File: src/rtl/intr_prio_pkg.sv
package intr_prio_pkg;
  localparam int LINES = 8;
  localparam int IDX_W = $clog2(LINES);

  typedef struct packed {
    logic             loadVec;
    logic [IDX_W-1:0] vecLine;
    logic [LINES-1:0] reqClr;
    logic [LINES-1:0] svcSet;
    logic [LINES-1:0] svcClr;
  } ctrlStrb_t;

  function automatic logic [LINES-1:0] lowOneHot(input logic [LINES-1:0] x);
    return x & (~x + LINES'(1));
  endfunction

  function automatic logic [IDX_W-1:0] hotIndex(input logic [LINES-1:0] x);
    logic [IDX_W-1:0] idx;
    idx = '0;
    for (int i = 0; i < LINES; i++) begin
      if (x[i]) idx = IDX_W'(i);
    end
    return idx;
  endfunction
endpackage

File: src/rtl/intr_prio_ctrl.sv
module intr_prio_ctrl
  import intr_prio_pkg::*;
(
  input  logic             clk,
  input  logic             rstN,
  input  logic             ackStb,
  input  logic [LINES-1:0] enableMask,
  input  logic [LINES-1:0] levelSel,
  input  logic             autoEoi,
  input  logic             specialMask,
  input  logic             eoiValid,
  input  logic             eoiSpecific,
  input  logic [IDX_W-1:0] eoiLine,
  input  logic [LINES-1:0] reqReg,
  input  logic [LINES-1:0] svcReg,
  output logic             irqPend,
  output ctrlStrb_t        strb
);
  logic [LINES-1:0] candHot;
  logic [LINES-1:0] svcView;
  logic [LINES-1:0] svcLow;
  logic [LINES-1:0] pendHot;
  logic [IDX_W-1:0] pendLine;
  logic             candOk;
  logic             takeAck;
  logic             spurious;

  assign candHot  = lowOneHot(reqReg & enableMask);
  assign svcView  = specialMask ? (svcReg & enableMask) : svcReg;
  assign svcLow   = lowOneHot(svcView);
  assign candOk   = (candHot != '0) && !((svcLow != '0) && (svcLow <= candHot));
  assign takeAck  = ackStb && irqPend;
  assign spurious = (reqReg == '0);
  assign pendHot  = {{(LINES-1){1'b0}}, 1'b1} << pendLine;

  always_comb begin
    strb         = '0;
    strb.loadVec = takeAck;
    strb.vecLine = spurious ? '1 : pendLine;
    if (takeAck && !spurious) begin
      strb.reqClr = pendHot & ~levelSel;
      strb.svcSet = autoEoi ? '0 : pendHot;
    end
    if (eoiValid) begin
      strb.svcClr = eoiSpecific ? ({{(LINES-1){1'b0}}, 1'b1} << eoiLine)
                                : lowOneHot(svcReg);
    end
  end

  always_ff @(posedge clk or negedge rstN) begin
    if (!rstN) begin
      irqPend  <= 1'b0;
      pendLine <= '0;
    end else if (takeAck) begin
      irqPend  <= 1'b0;
    end else if (irqPend) begin
      if (reqReg == '0) irqPend <= 1'b0;
    end else if (candOk) begin
      irqPend  <= 1'b1;
      pendLine <= hotIndex(candHot);
    end
  end

  AST_HOLD_UNTIL_ACK: assert property (@(posedge clk) disable iff (!rstN)
    irqPend && !ackStb && (reqReg != '0) |=> irqPend);
  AST_EMPTY_DROPS: assert property (@(posedge clk) disable iff (!rstN)
    irqPend && !ackStb && (reqReg == '0) |=> !irqPend);
  AST_DISABLED_QUIET: assert property (@(posedge clk) disable iff (!rstN)
    !irqPend && ((reqReg & enableMask) == '0) |=> !irqPend);
endmodule

File: src/rtl/intr_prio_datapath.sv
module intr_prio_datapath
  import intr_prio_pkg::*;
#(
  parameter int VEC_W = 8
) (
  input  logic             clk,
  input  logic             rstN,
  input  logic [LINES-1:0] raiseStb,
  input  logic [LINES-1:0] dropStb,
  input  logic [VEC_W-1:0] vectorBase,
  input  ctrlStrb_t        strb,
  output logic [LINES-1:0] reqReg,
  output logic [LINES-1:0] svcReg,
  output logic [VEC_W-1:0] vectorOut
);
  logic [LINES-1:0] lineLatch;
  logic [LINES-1:0] newRaise;

  assign newRaise = raiseStb & ~lineLatch;

  always_ff @(posedge clk or negedge rstN) begin
    if (!rstN) begin
      lineLatch <= '0;
      reqReg    <= '0;
      svcReg    <= '0;
      vectorOut <= '0;
    end else begin
      lineLatch <= (lineLatch | raiseStb) & ~dropStb;
      reqReg    <= ((reqReg & ~strb.reqClr) | newRaise) & ~dropStb;
      svcReg    <= (svcReg | strb.svcSet) & ~strb.svcClr;
      if (strb.loadVec) vectorOut <= vectorBase | VEC_W'(strb.vecLine);
    end
  end

  AST_SVC_SET_SEEN: assert property (@(posedge clk) disable iff (!rstN)
    (strb.svcSet != '0) && (strb.svcClr == '0) |=> ((svcReg & $past(strb.svcSet)) != '0));
  AST_DROP_CLEARS: assert property (@(posedge clk) disable iff (!rstN)
    (dropStb != '0) |=> ((reqReg & $past(dropStb)) == '0));
endmodule

File: src/rtl/intr_prio_core.sv
module intr_prio_core
  import intr_prio_pkg::*;
#(
  parameter int VEC_W = 8
) (
  input  logic             clk,
  input  logic             rstN,
  input  logic [LINES-1:0] raiseStb,
  input  logic [LINES-1:0] dropStb,
  input  logic [LINES-1:0] enableMask,
  input  logic [LINES-1:0] levelSel,
  input  logic             autoEoi,
  input  logic             specialMask,
  input  logic             eoiValid,
  input  logic             eoiSpecific,
  input  logic [IDX_W-1:0] eoiLine,
  input  logic [VEC_W-1:0] vectorBase,
  input  logic             ackStb,
  output logic             irqOut,
  output logic [VEC_W-1:0] vectorOut,
  output logic [LINES-1:0] reqRegOut,
  output logic [LINES-1:0] svcRegOut
);
  ctrlStrb_t strb;

  intr_prio_ctrl u_ctrl (
    .clk(clk), .rstN(rstN), .ackStb(ackStb), .enableMask(enableMask),
    .levelSel(levelSel), .autoEoi(autoEoi), .specialMask(specialMask),
    .eoiValid(eoiValid), .eoiSpecific(eoiSpecific), .eoiLine(eoiLine),
    .reqReg(reqRegOut), .svcReg(svcRegOut), .irqPend(irqOut), .strb(strb)
  );

  intr_prio_datapath #(.VEC_W(VEC_W)) u_dp (
    .clk(clk), .rstN(rstN), .raiseStb(raiseStb), .dropStb(dropStb),
    .vectorBase(vectorBase), .strb(strb), .reqReg(reqRegOut),
    .svcReg(svcRegOut), .vectorOut(vectorOut)
  );

  AST_ACK_DROPS_IRQ: assert property (@(posedge clk) disable iff (!rstN)
    ackStb && irqOut |=> !irqOut);
  AST_SPURIOUS_VEC: assert property (@(posedge clk) disable iff (!rstN)
    ackStb && irqOut && (reqRegOut == '0) |=> (vectorOut[IDX_W-1:0] == '1));
  AST_AUTOEOI_KEEPS: assert property (@(posedge clk) disable iff (!rstN)
    ackStb && irqOut && autoEoi && !eoiValid |=> (svcRegOut == $past(svcRegOut)));
endmodule

File: config.mk
export PLATFORM = sky130hd
export DESIGN_NAME = intr_prio_core
export DESIGN_NICKNAME = d
export VERILOG_FILES = /design/src/rtl/intr_prio_pkg.sv /design/src/rtl/intr_prio_ctrl.sv /design/src/rtl/intr_prio_datapath.sv /design/src/rtl/intr_prio_core.sv
export SDC_FILE = /design/constraint.sdc
export NUM_CORES = 1
export LEC_CHECK = 0
export BUFFER_PORTS_ARGS = -buffer_cell sky130_fd_sc_hd__buf_2
export CORE_AREA = 10 10 81 83
export CTS_BUF_LIST = sky130_fd_sc_hd__clkbuf_4 sky130_fd_sc_hd__clkbuf_8
export DETAILED_ROUTE_END_ITERATION = 7
export DIE_AREA = 0 0 91 93
export MAX_ROUTING_LAYER = met4
export PLACE_DENSITY = 0.68
export SLEW_MARGIN = 25
export SYNTH_ARGS = -nofsm -noshare
export SYNTH_HDL_FRONTEND = slang
export SYNTH_HIERARCHICAL = 1
export SYNTH_SLANG_ARGS = --single-unit
File: constraint.sdc
create_clock -name clk -period 3.27 [get_ports clk]
set_input_delay 0.4905 -clock clk [delete_from_list [all_inputs] [get_ports clk]]
set_output_delay 0.4905 -clock clk [all_outputs]
set_load 0.01 [all_outputs]
==> impl_metrics.toml <==
[yosys]
synth-edff-count = 0
postSynth.asyncResetShare_pct = 100
yosys_warnings = 6
netlist_area_sq_mm = 0.00217
ys_types = 43
syn-mean-instance-area_sq_um = 8.59
synth_cells = 252
syn_nets = 310
synth_area_leaders = "dfrtp_1 42%, nor2_1 7.8%, nand2b_1 6.1%"
synth_top_cell_by_area = "dfrtp_1"
ys_seq_area_share_pct = 41.6
ys_ff_latch = 36
yosys_most_used_dff = "dfrtp_1"
synth_top_area_share_pct = 41.6

[timing]
finClkSkew_ns = 0.00665
clock.fmax_mhz = 350
setup_tns_ns = 0
rsz0062_at_grt = "false"
finalSetupViolCount = 0
slew_viol_final = 0
period_share_pct = 87.5
worst_pin_slew_ns = 0.802
relSlewSlack_pct = 46.6
finalCriticalPeriod_ns = 2.86
hold_viol = 0

[floorplan]
core.rowCount = 26
fp.dieW_um = 91
initial_utilization_pct = 43.2
dieArea_sq_mm = 0.00846
core_sq_mm = 0.00501
die_h_um = 93
pin_count = 75

[route]
highest_layer = "met4"
vias_per_cell = 5.15
wl_met2_um = 2760
avgRoutedWirePerCell_um = 15.1
finalWirelength_um = 6070
vias = 2067
wl_met1_um = 2930
dr_wl_met3_um = 322
dr.pass1.iters = 4
drt_iter0_drc = 184
drc = 0
antenna_left = 0

[layout]
seq_area_sq_um = 901
drive_gt1_share_pct = 27.8
multi_input_area_sq_mm = 0.00121
syn2layout_area_growth_pct = 24.8
final_area_sq_mm = 0.00270
insertedDiodeCount = 0
fill_cells = 520
final_nets = 388

[setup_path]
required_ns = 3.47
start_kind = "flip-flop"
max_stage_delay_ns = 0.50
path_class = "flip-flop to flip-flop"
startpoint = "u_dp/reqReg[1]"
worstPathArrival_ns = 3.06
cp-end-kind = "flip-flop"
worst-path-max-fanout = 6
r2r_start = "u_dp/reqReg[1]"
regToRegSetupSlack_ns = 0.41
path_cells = "a222oi_1, and2b_1, nand4_1, ha_1, a21oi_1, o21ai_0, o21a_2, o311a_2, a32oi_1"
cp_slowest_cell = "a222oi_1"

[status]
status = "finished, final reports clean"

[clock_tree]
holdBufCountCts = 0
clockRootBuffer = "clkbuf_8"
cts-resized-gates = 0
cts_buffers = 5
clk_pin_slew_ns = 0.07
cts_tree = "done"
worstSkewPairLatency_ns = 0.28
htree_levels = 2
clock-sinks = 36
post_cts_buffers = 0
ctsLongestPathBuffers = 2

[global_route]
track_usage_pct = 14.5
grt-ovfl-total = 0
antenna_found_initial = 0
grt_max_degree = 37
grt_pass1_wl_um = 9870
first_global_vias = 2011

[power]
peakVddDrop_v = 0.000329
p_leak_uw = 0.00129
power.density_mw_per_mm2 = 710

[placement]
place_area_sq_mm = 0.00261
hpwl_um = 4910
portBuffers = 74
gp_congestion = 0.949

[job]
drv_cap = 0

[hold_path]
holdCritPathClass = "primary input to async pin"
==> synthesized netlist by cell type (all sizes together) (2+ instances only) <==
cell type	instances
nor2b	3
nand4	7
inv	7
nand3b	3
or2b	5
a21oi	21
nand2b	22
mux2	5
a32oi	2
and2	3
nor2	45
nand2	24
and3	2
nor3	16
buf	4
nor3b	2
o21ai	4
dfrtp	36
a22oi	2
o21a	2
ha	8
a222oi	3
nand3	6
nor4	7
==> cells in the final DEF, fill, tap and decap left out, types with 7 or more instances in the layout <==
| cell | Yosys | layout |
|---|---|---|
| nor2_1 | 45 | 45 |
| nand2b_1 | 21 | 21 |
| a21oi_1 | 20 | 20 |
| nand2_1 | 24 | 24 |
| nand4_1 | 7 | 7 |
| dfrtp_1 | 36 | 36 |
| nor4_1 | 7 | 7 |
| ha_1 | 8 | 8 |
| inv_1 | 7 | 7 |
| nor3_1 | 16 | 16 |
| buf_2 | 0 | 74 |
==> kinds of logic after synthesis <==
group	share of synthesized area [%]
and+or+nand+nor	34.7
AOI/OAI and AO/OA	13.3
DFF	41.6
buffers and inverters	2.43
adders and majority gates	4.62
muxes	3.29
==> cell type report <==
class                           instances  share of cell area, %
Multi-Input combinational cell        205                   44.9
Sequential cell                        36                   33.3
Timing Repair Buffer                   75                   14.0
Clock buffer                            7                   3.33
Tap cell                               70                   3.24
Inverter                                7                  0.972
Clock inverter                          1                  0.278
==> layer usage <==
metal	vias up	global-route usage, %
li1	1056	-
met5	-	-
met1	950	19.3
met3	5	3.76
met4	0	3.52
met2	56	21.7
==> path summary, 6_finish.rpt <==
check,cells after the start,end
min reg2reg,2,u_dp/lineLatch[4]
min in group clk,2,u_dp/reqReg[1]
max,9,u_ctrl/pendLine[1]
max reg2reg,9,u_ctrl/pendLine[1]
min,1,u_dp/vectorOut[7]
max in group asynchronous,1,u_dp/svcReg[5]
==> through the flow <==
stage / total power (uW) / cells / setup WS, ns / hold WS (ns) / utilization, %
after CTS: 1940 / 401 / 0.433 / 0.332 / 53.9
after global routing: 2080 / 401 / 0.161 / 0.350 / 53.9
after global placement: 1580 / 393 / 0.299 / 0.465 / 52.0
after detailed placement: 1590 / 393 / 0.240 / 0.475 / 52.0
final: 1920 / 401 / 0.409 / 0.292 / 53.9
after floorplan: 1300 / 252 / 0.624 / 0.195 / -
==> sequential cells by signal (all words and copies together) (netlist names) <==
register,flops
u_ctrl/irqPend,1
u_ctrl/pendLine,3
u_dp/svcReg,8
u_dp/vectorOut,8
u_dp/reqReg,8
u_dp/lineLatch,8
==> critical path: cells and delay by family, from the launching register on <==
family                   cells  cell delay, ns
AO/OA/AOI/OAI                6            1.49
AND/OR/NAND/NOR              2            0.50
flip-flops                   1            0.44
adder cells (fa/ha/maj)      1            0.35
==> power by group <==
part           total (uW)  switching [uW]  internal (uW)
combinational         863             478            385
clock                 332             153            179
sequential            724             150            574
Note: power is estimated with default switching activity, not from simulation.
